===== src/rtl/apr_pkg.sv =====
// Package: shared definitions for the asynchronous page-mode read controller.
// Assumes: nothing beyond IEEE 1800-2017.
package apr_pkg;
    // Where the word of a finishing read comes from.
    typedef enum logic {
        SRC_BUFFER = 1'b0,
        SRC_ARRAY  = 1'b1
    } word_src_e;
endpackage


===== src/rtl/apr_page_buffer.sv =====
// Module: apr_page_buffer
// Holds one page of words, its page tag and a valid flag, and reports a hit
// when the looked-up tag matches the buffered page.
// Assumes: load and inval are never high in the same cycle (the top only
// loads while enabled and only invalidates on the enable's falling edge).
module apr_page_buffer #(
    parameter int TAG_W      = 13,
    parameter int DATA_W     = 16,
    parameter int PAGE_BITS  = 3,
    localparam int PAGE_WORDS = 1 << PAGE_BITS
) (
    input  logic                         clk,
    input  logic                         rst_n,
    input  logic                         inval,
    input  logic                         load,
    input  logic [TAG_W-1:0]             load_tag,
    input  logic [PAGE_WORDS*DATA_W-1:0] load_data,
    input  logic [TAG_W-1:0]             look_tag,
    input  logic [PAGE_BITS-1:0]         rd_idx,
    output logic                         hit,
    output logic [DATA_W-1:0]            rd_word
);
    logic              valid_q;
    logic [TAG_W-1:0]  tag_q;
    logic [DATA_W-1:0] words_q [PAGE_WORDS];

    // Tag and valid flag: invalidation wins, a load marks the page present.
    always_ff @(posedge clk) begin
        if (!rst_n) begin
            valid_q <= 1'b0;
            tag_q   <= '0;
        end else if (inval) begin
            valid_q <= 1'b0;
        end else if (load) begin
            valid_q <= 1'b1;
            tag_q   <= load_tag;
        end
    end

    // Word storage, one register per word, filled together on a load.
    for (genvar g = 0; g < PAGE_WORDS; g++) begin : g_word
        always_ff @(posedge clk) begin
            if (load) begin
                words_q[g] <= load_data[g*DATA_W +: DATA_W];
            end
        end
    end

    assign hit     = valid_q && (tag_q == look_tag);
    assign rd_word = words_q[rd_idx];


    inval_clears_chk: assert property (@(posedge clk) disable iff (!rst_n)
        inval |=> !hit);
endmodule


===== src/rtl/apr_access_timer.sv =====
// Module: apr_access_timer
// Counts the latency of one read. start loads the length, abort cancels,
// fire marks the cycle whose edge completes the read, done holds until the
// next start or abort.
// Assumes: len >= 1.
module apr_access_timer #(
    parameter int LAT_W = 3
) (
    input  logic             clk,
    input  logic             rst_n,
    input  logic             start,
    input  logic [LAT_W-1:0] len,
    input  logic             abort,
    output logic             fire,
    output logic             done
);
    logic             busy_q;
    logic [LAT_W-1:0] cnt_q;

    assign fire = busy_q && (cnt_q == '0) && !start && !abort;

    // Countdown: abort clears, start reloads, fire completes, else count down.
    always_ff @(posedge clk) begin
        if (!rst_n) begin
            busy_q <= 1'b0;
            done   <= 1'b0;
            cnt_q  <= '0;
        end else if (abort) begin
            busy_q <= 1'b0;
            done   <= 1'b0;
            cnt_q  <= '0;
        end else if (start) begin
            busy_q <= 1'b1;
            done   <= 1'b0;
            cnt_q  <= len - LAT_W'(1);
        end else if (fire) begin
            busy_q <= 1'b0;
            done   <= 1'b1;
        end else if (busy_q) begin
            cnt_q  <= cnt_q - LAT_W'(1);
        end
    end


    done_after_busy_chk: assert property (@(posedge clk) disable iff (!rst_n)
        $rose(done) |-> $past(busy_q));
endmodule


===== src/rtl/apr_idle_monitor.sv =====
// Module: apr_idle_monitor
// Counts edges without bus activity and raises standby once the count
// reaches IDLE_CYCLES; activity clears both at once.
// Assumes: IDLE_CYCLES >= 1.
module apr_idle_monitor #(
    parameter int IDLE_CYCLES = 19,
    localparam int IW = $clog2(IDLE_CYCLES + 1)
) (
    input  logic clk,
    input  logic rst_n,
    input  logic act,
    output logic standby
);
    logic [IW-1:0] idle_q;

    // Inactivity count and standby flag.
    always_ff @(posedge clk) begin
        if (!rst_n) begin
            idle_q  <= '0;
            standby <= 1'b0;
        end else if (act) begin
            idle_q  <= '0;
            standby <= 1'b0;
        end else if (idle_q == IW'(IDLE_CYCLES - 1)) begin
            standby <= 1'b1;
        end else begin
            idle_q  <= idle_q + IW'(1);
        end
    end


    wake_now_chk: assert property (@(posedge clk) disable iff (!rst_n)
        act |=> !standby);

    sleep_quiet_chk: assert property (@(posedge clk) disable iff (!rst_n)
        $rose(standby) |-> $past(!act));
endmodule


===== src/rtl/async_page_reader.sv =====
// Module: async_page_reader (top)
// Serves asynchronous word reads through a one-page buffer: misses fetch
// the page from the array and take RAND_LAT cycles, hits take PAGE_LAT.
// Raises standby after IDLE_CYCLES quiet edges; wait_o is held low.
// Assumes: the array presents the full page of arr_page on arr_page_data
// within RAND_LAT-1 cycles of arr_rd_en and holds it until the next fetch;
// PAGE_LAT >= 1 and RAND_LAT >= PAGE_LAT.
module async_page_reader
    import apr_pkg::*;
#(
    parameter int ADDR_W      = 16,
    parameter int DATA_W      = 16,
    parameter int PAGE_BITS   = 3,
    parameter int RAND_LAT    = 7,
    parameter int PAGE_LAT    = 2,
    parameter int IDLE_CYCLES = 19
) (
    input  logic                                 clk,
    input  logic                                 rst_n,
    input  logic                                 mode_async,
    input  logic                                 chip_en,
    input  logic                                 out_en,
    input  logic [ADDR_W-1:0]                    addr,
    output logic                                 arr_rd_en,
    output logic [ADDR_W-PAGE_BITS-1:0]          arr_page,
    input  logic [(DATA_W<<PAGE_BITS)-1:0]       arr_page_data,
    output logic [DATA_W-1:0]                    dout,
    output logic                                 data_rdy,
    output logic                                 standby,
    output logic                                 wait_o
);
    localparam int TAG_W = ADDR_W - PAGE_BITS;
    localparam int LAT_W = $clog2(RAND_LAT + 1);

    logic                 en, en_q, act, req, inval, hit, fire, done;
    logic [ADDR_W-1:0]    addr_q;
    logic [TAG_W-1:0]     tag_in;
    logic [PAGE_BITS-1:0] idx_q;
    logic [LAT_W-1:0]     lat_sel;
    logic [DATA_W-1:0]    word_q, buf_word, arr_word;
    word_src_e            src_q;

    assign en      = chip_en & mode_async;
    assign act     = (addr != addr_q) | (en != en_q);
    assign req     = en & ((addr != addr_q) | ~en_q);
    assign inval   = en_q & ~en;
    assign tag_in  = addr[ADDR_W-1:PAGE_BITS];
    assign idx_q   = addr_q[PAGE_BITS-1:0];
    assign lat_sel = hit ? LAT_W'(PAGE_LAT) : LAT_W'(RAND_LAT);
    assign arr_word = arr_page_data[idx_q*DATA_W +: DATA_W];

    // Remember the bus as last sampled, to detect changes and edges.
    always_ff @(posedge clk) begin
        if (!rst_n) begin
            addr_q <= '0;
            en_q   <= 1'b0;
        end else begin
            addr_q <= addr;
            en_q   <= en;
        end
    end

    // Issue a page fetch on a miss and note where the result will come from.
    always_ff @(posedge clk) begin
        if (!rst_n) begin
            arr_rd_en <= 1'b0;
            arr_page  <= '0;
            src_q     <= SRC_BUFFER;
        end else begin
            arr_rd_en <= req & ~hit;
            if (req & ~hit) arr_page <= tag_in;
            if (req)        src_q    <= hit ? SRC_BUFFER : SRC_ARRAY;
        end
    end

    // Capture the word of a finishing read.
    always_ff @(posedge clk) begin
        if (!rst_n) begin
            word_q <= '0;
        end else if (fire) begin
            word_q <= (src_q == SRC_ARRAY) ? arr_word : buf_word;
        end
    end

    apr_page_buffer #(
        .TAG_W    (TAG_W),
        .DATA_W   (DATA_W),
        .PAGE_BITS(PAGE_BITS)
    ) u_buf (
        .clk      (clk),
        .rst_n    (rst_n),
        .inval    (inval),
        .load     (fire && (src_q == SRC_ARRAY)),
        .load_tag (arr_page),
        .load_data(arr_page_data),
        .look_tag (tag_in),
        .rd_idx   (idx_q),
        .hit      (hit),
        .rd_word  (buf_word)
    );

    apr_access_timer #(
        .LAT_W(LAT_W)
    ) u_timer (
        .clk  (clk),
        .rst_n(rst_n),
        .start(req),
        .len  (lat_sel),
        .abort(~en),
        .fire (fire),
        .done (done)
    );

    apr_idle_monitor #(
        .IDLE_CYCLES(IDLE_CYCLES)
    ) u_idle (
        .clk    (clk),
        .rst_n  (rst_n),
        .act    (act),
        .standby(standby)
    );

    assign data_rdy = done & out_en;
    assign dout     = data_rdy ? word_q : '0;
    assign wait_o   = 1'b0;


    disabled_quiet_chk: assert property (@(posedge clk) disable iff (!rst_n)
        !en |=> (!done && !arr_rd_en));

    hit_no_fetch_chk: assert property (@(posedge clk) disable iff (!rst_n)
        (req && hit) |=> !arr_rd_en);
endmodule


===== config.mk =====
export PLATFORM = sky130hd
export DESIGN_NAME = async_page_reader
export DESIGN_NICKNAME = d
export VERILOG_FILES = /design/src/rtl/apr_pkg.sv /design/src/rtl/apr_page_buffer.sv /design/src/rtl/apr_access_timer.sv /design/src/rtl/apr_idle_monitor.sv /design/src/rtl/async_page_reader.sv
export SDC_FILE = /design/constraint.sdc
export NUM_CORES = 1
export LEC_CHECK = 0
export BUFFER_PORTS_ARGS = -buffer_cell sky130_fd_sc_hd__buf_2
export CAP_MARGIN = 5
export CORE_MARGIN = 2
export CORE_UTILIZATION = 55
export DETAILED_ROUTE_END_ITERATION = 10
export PLACE_DENSITY = 0.9
export SYNTH_ARGS = -nofsm -noshare
export SYNTH_HDL_FRONTEND = slang
export SYNTH_SLANG_ARGS = --single-unit

===== constraint.sdc =====
create_clock -name clk -period 6.6 [get_ports clk]
set_input_delay 1.32 -clock clk [delete_from_list [all_inputs] [get_ports clk]]
set_output_delay 1.32 -clock clk [all_outputs]
set_load 0.03 [all_outputs]

==> metrics.txt <==
status complete, no violations; Worst-path clk slew 60 ps; final count of negative-setup-slack endpoints 0; register area 5310 um2; Port Buffers 180; critical path launch point type flop; kind of critical path flop to flop; asr flop ratio synth 0%; 1st-iter DRT viols 305; Final Hold Fails 0; Syn Area/Cell 16.3 um2; GPL Wtd Cong 0.821; fmax 249 MHz; worst hold-check path type flop to flop; Net Count, Synth 701; Hold Buf Count CTS 0; pwr/cell area 257 nW/um2; yosys warns 0; H-tree depth 1; post-synth top area share 43.2%; DR DRC count 0; Vias 5487; Vias/cell 5.74; fin crit period 4020 ps; ant diodes 0; die area 17200 um2; cell taking the most area after synthesis edfxtp_1; unrepaired setup endpoints after global routing false; Post CTS Setup Buffer Count 0; DRT Wirelength 18.9 mm; Max FO, Critical Path 84; CTS tree yes; Resized cells post-CTS 0; area grow syn2layout 19.5%; largest net degree at the start of global routing 85; Req. time, crit path 6720 ps; Core Box Area 15800 um2; post-synthesis cell type count 39; I/O pin count 182; fin cells 956; Mapped Cells 548; crit path capture type flop; cell with the most instances after synthesis edfxtp_1; DR WL/cell 19.8 um; setup TNS 0 ps; #FFs+latches synth 201; Worst-Skew Late Latency 490 ps; 1st-pass router iterations 4; final slew viol count 0; clock skew 10.4 ps; initial antenna violation count 1; Peak supply drop 0.000211 V; multi-input logic area 3410 um2; Max-Cap Viols 0; FILL cells 1051; cell row count 46; fraction of the yosys area taken by sequential cells 59.6%; Most used DFF post-synth edfxtp_1; Clock Tree Buf Depth 3; Static Leak 3.81 nW; Worst Max-Slew Pin Slew 1150 ps; clock sinks 201; root buf cell clkbuf_16; number of enable flip-flop cells after synthesis 128; grt total ovfl 0; fin nets 877; Antenna Nets Post-Route 0; Slew HR 23.5%; CTS buffer count 22; DP Wirelength 13.2 mm; total track usage 22.3%; top cells by area, synth edfxtp_1, mux4_2, dfxtp_1; final period utilization 60.9%; top cells by count, synth edfxtp_1, mux4_2, dfxtp_1; Mapped Area 8910 um2; Initial Utilization 56.3%; CP arrival 4140 ps; Chip Height 131 um; vias in the first global route 5907; width of the die 131 um; Worst R2R Setup Slack 2580 ps; dpl cells 916; layout cell share with drive strength beyond 1 41.1%; first-pass GRT wire length 30.7 mm
[state kept, by name (all words and copies together) (netlist names), 3 cells and up]
name	cells
u_buf.words_q	128
addr_q	16
word_q	16
arr_page	13
u_buf.tag_q	13
u_idle.idle_q	5
u_timer.cnt_q	3
[stage by stage]
| step | hold WS [ps] | worst slack (ps) | instance area (um2) | power [mW] | util, % |
|---|---|---|---|---|---|
| after CTS | 480 | 2570 | 10600 | 2.76 | 67.2 |
| final | 478 | 2580 | 10600 | 2.73 | 67.2 |
| after detailed placement | 469 | 2120 | 9950 | 1.61 | 62.9 |
| after global placement | 457 | 2280 | 9950 | 1.60 | 62.9 |
| after global routing | 502 | 2300 | 10600 | 2.82 | 67.2 |
| after floorplan | 447 | 800 | 8910 | 1.52 | - |
[where the power goes]
| part | internal, mW | total [mW] | switching, mW |
|---|---|---|---|
| combinational | 0.121 | 0.221 | 0.100 |
| clock | 0.690 | 1.15 | 0.462 |
| sequential | 1.35 | 1.36 | 0.0128 |
[final timing paths]
check | start | to | depth (start not counted)
min reg2reg | u_buf.tag_q[5]$_SDFFE_PN0P_ | u_buf.tag_q[5]$_SDFFE_PN0P_ | 2
max reg2reg | addr_q[1]$_SDFF_PN0_ | u_buf.words_q[2][13]$_DFFE_PP_ | 6
min | u_buf.tag_q[5]$_SDFFE_PN0P_ | u_buf.tag_q[5]$_SDFFE_PN0P_ | 2
max | addr_q[1]$_SDFF_PN0_ | u_buf.words_q[2][13]$_DFFE_PP_ | 6
[critical path: stages (launching register included)]
cell	delay, ps
dfxtp_1	1030
xnor2_1	210
nand4_1	170
nor4_4	380
and3_1	250
and2_4	910
buf_4	640
[layer usage]
layer | global-route usage (%) | vias up | wire length, um
met2 | 38.7 | 212 | 9700
li1 | - | 2484 | -
met1 | 29.7 | 2763 | 7720
met4 | 4.41 | 0 | 230
met5 | 0 | - | 0
met3 | 4.63 | 28 | 1300
[logic make-up after synthesis]
kind of cell / share of synthesized area, %
flip-flops: 59.6
XOR/XNOR: 3.25
AND/OR/NAND/NOR: 8.33
AO/OA/AOI/OAI: 1.04
buffers and inverters: 2.26
other: 0.0421
multiplexers: 25.0
adder cells (fa/ha/maj): 0.562
[area by class of cell]
| type | instances | share of cell area (%) |
|---|---|---|
| timing repair buffer | 187 | 8.96 |
| tap | 216 | 2.54 |
| clock inverter | 4 | 0.188 |
| sequential | 201 | 49.9 |
| inverter | 3 | 0.106 |
| clock buffer | 36 | 6.28 |
| multi-input combinational | 309 | 32.0 |
[cell usage in the layout (no fill, tap or decap), drive strengths merged]
master and n:
buf 187, and3 18, clkbuf 36, clkinv 3, nor2b 30, mux4 80
a211oi 1, mux2i 42, or3b 1, nor2 12, a31oi 1, ha 4
edfxtp 128, xnor2 31, o41ai 1, inv 3, clkinvlp 1, or3 1
nor4 3, dfxtp 73, o21bai 1, a22oi 1, and2 19, o211a 1
nand3 5, nand2 32, conb 1, a21oi 5, nand2b 3, o21a 1
o211ai 1, o21ai 1, or2 1, xor2 2, nand4 7, nor3 3
(Power assumes the default switching activity.)
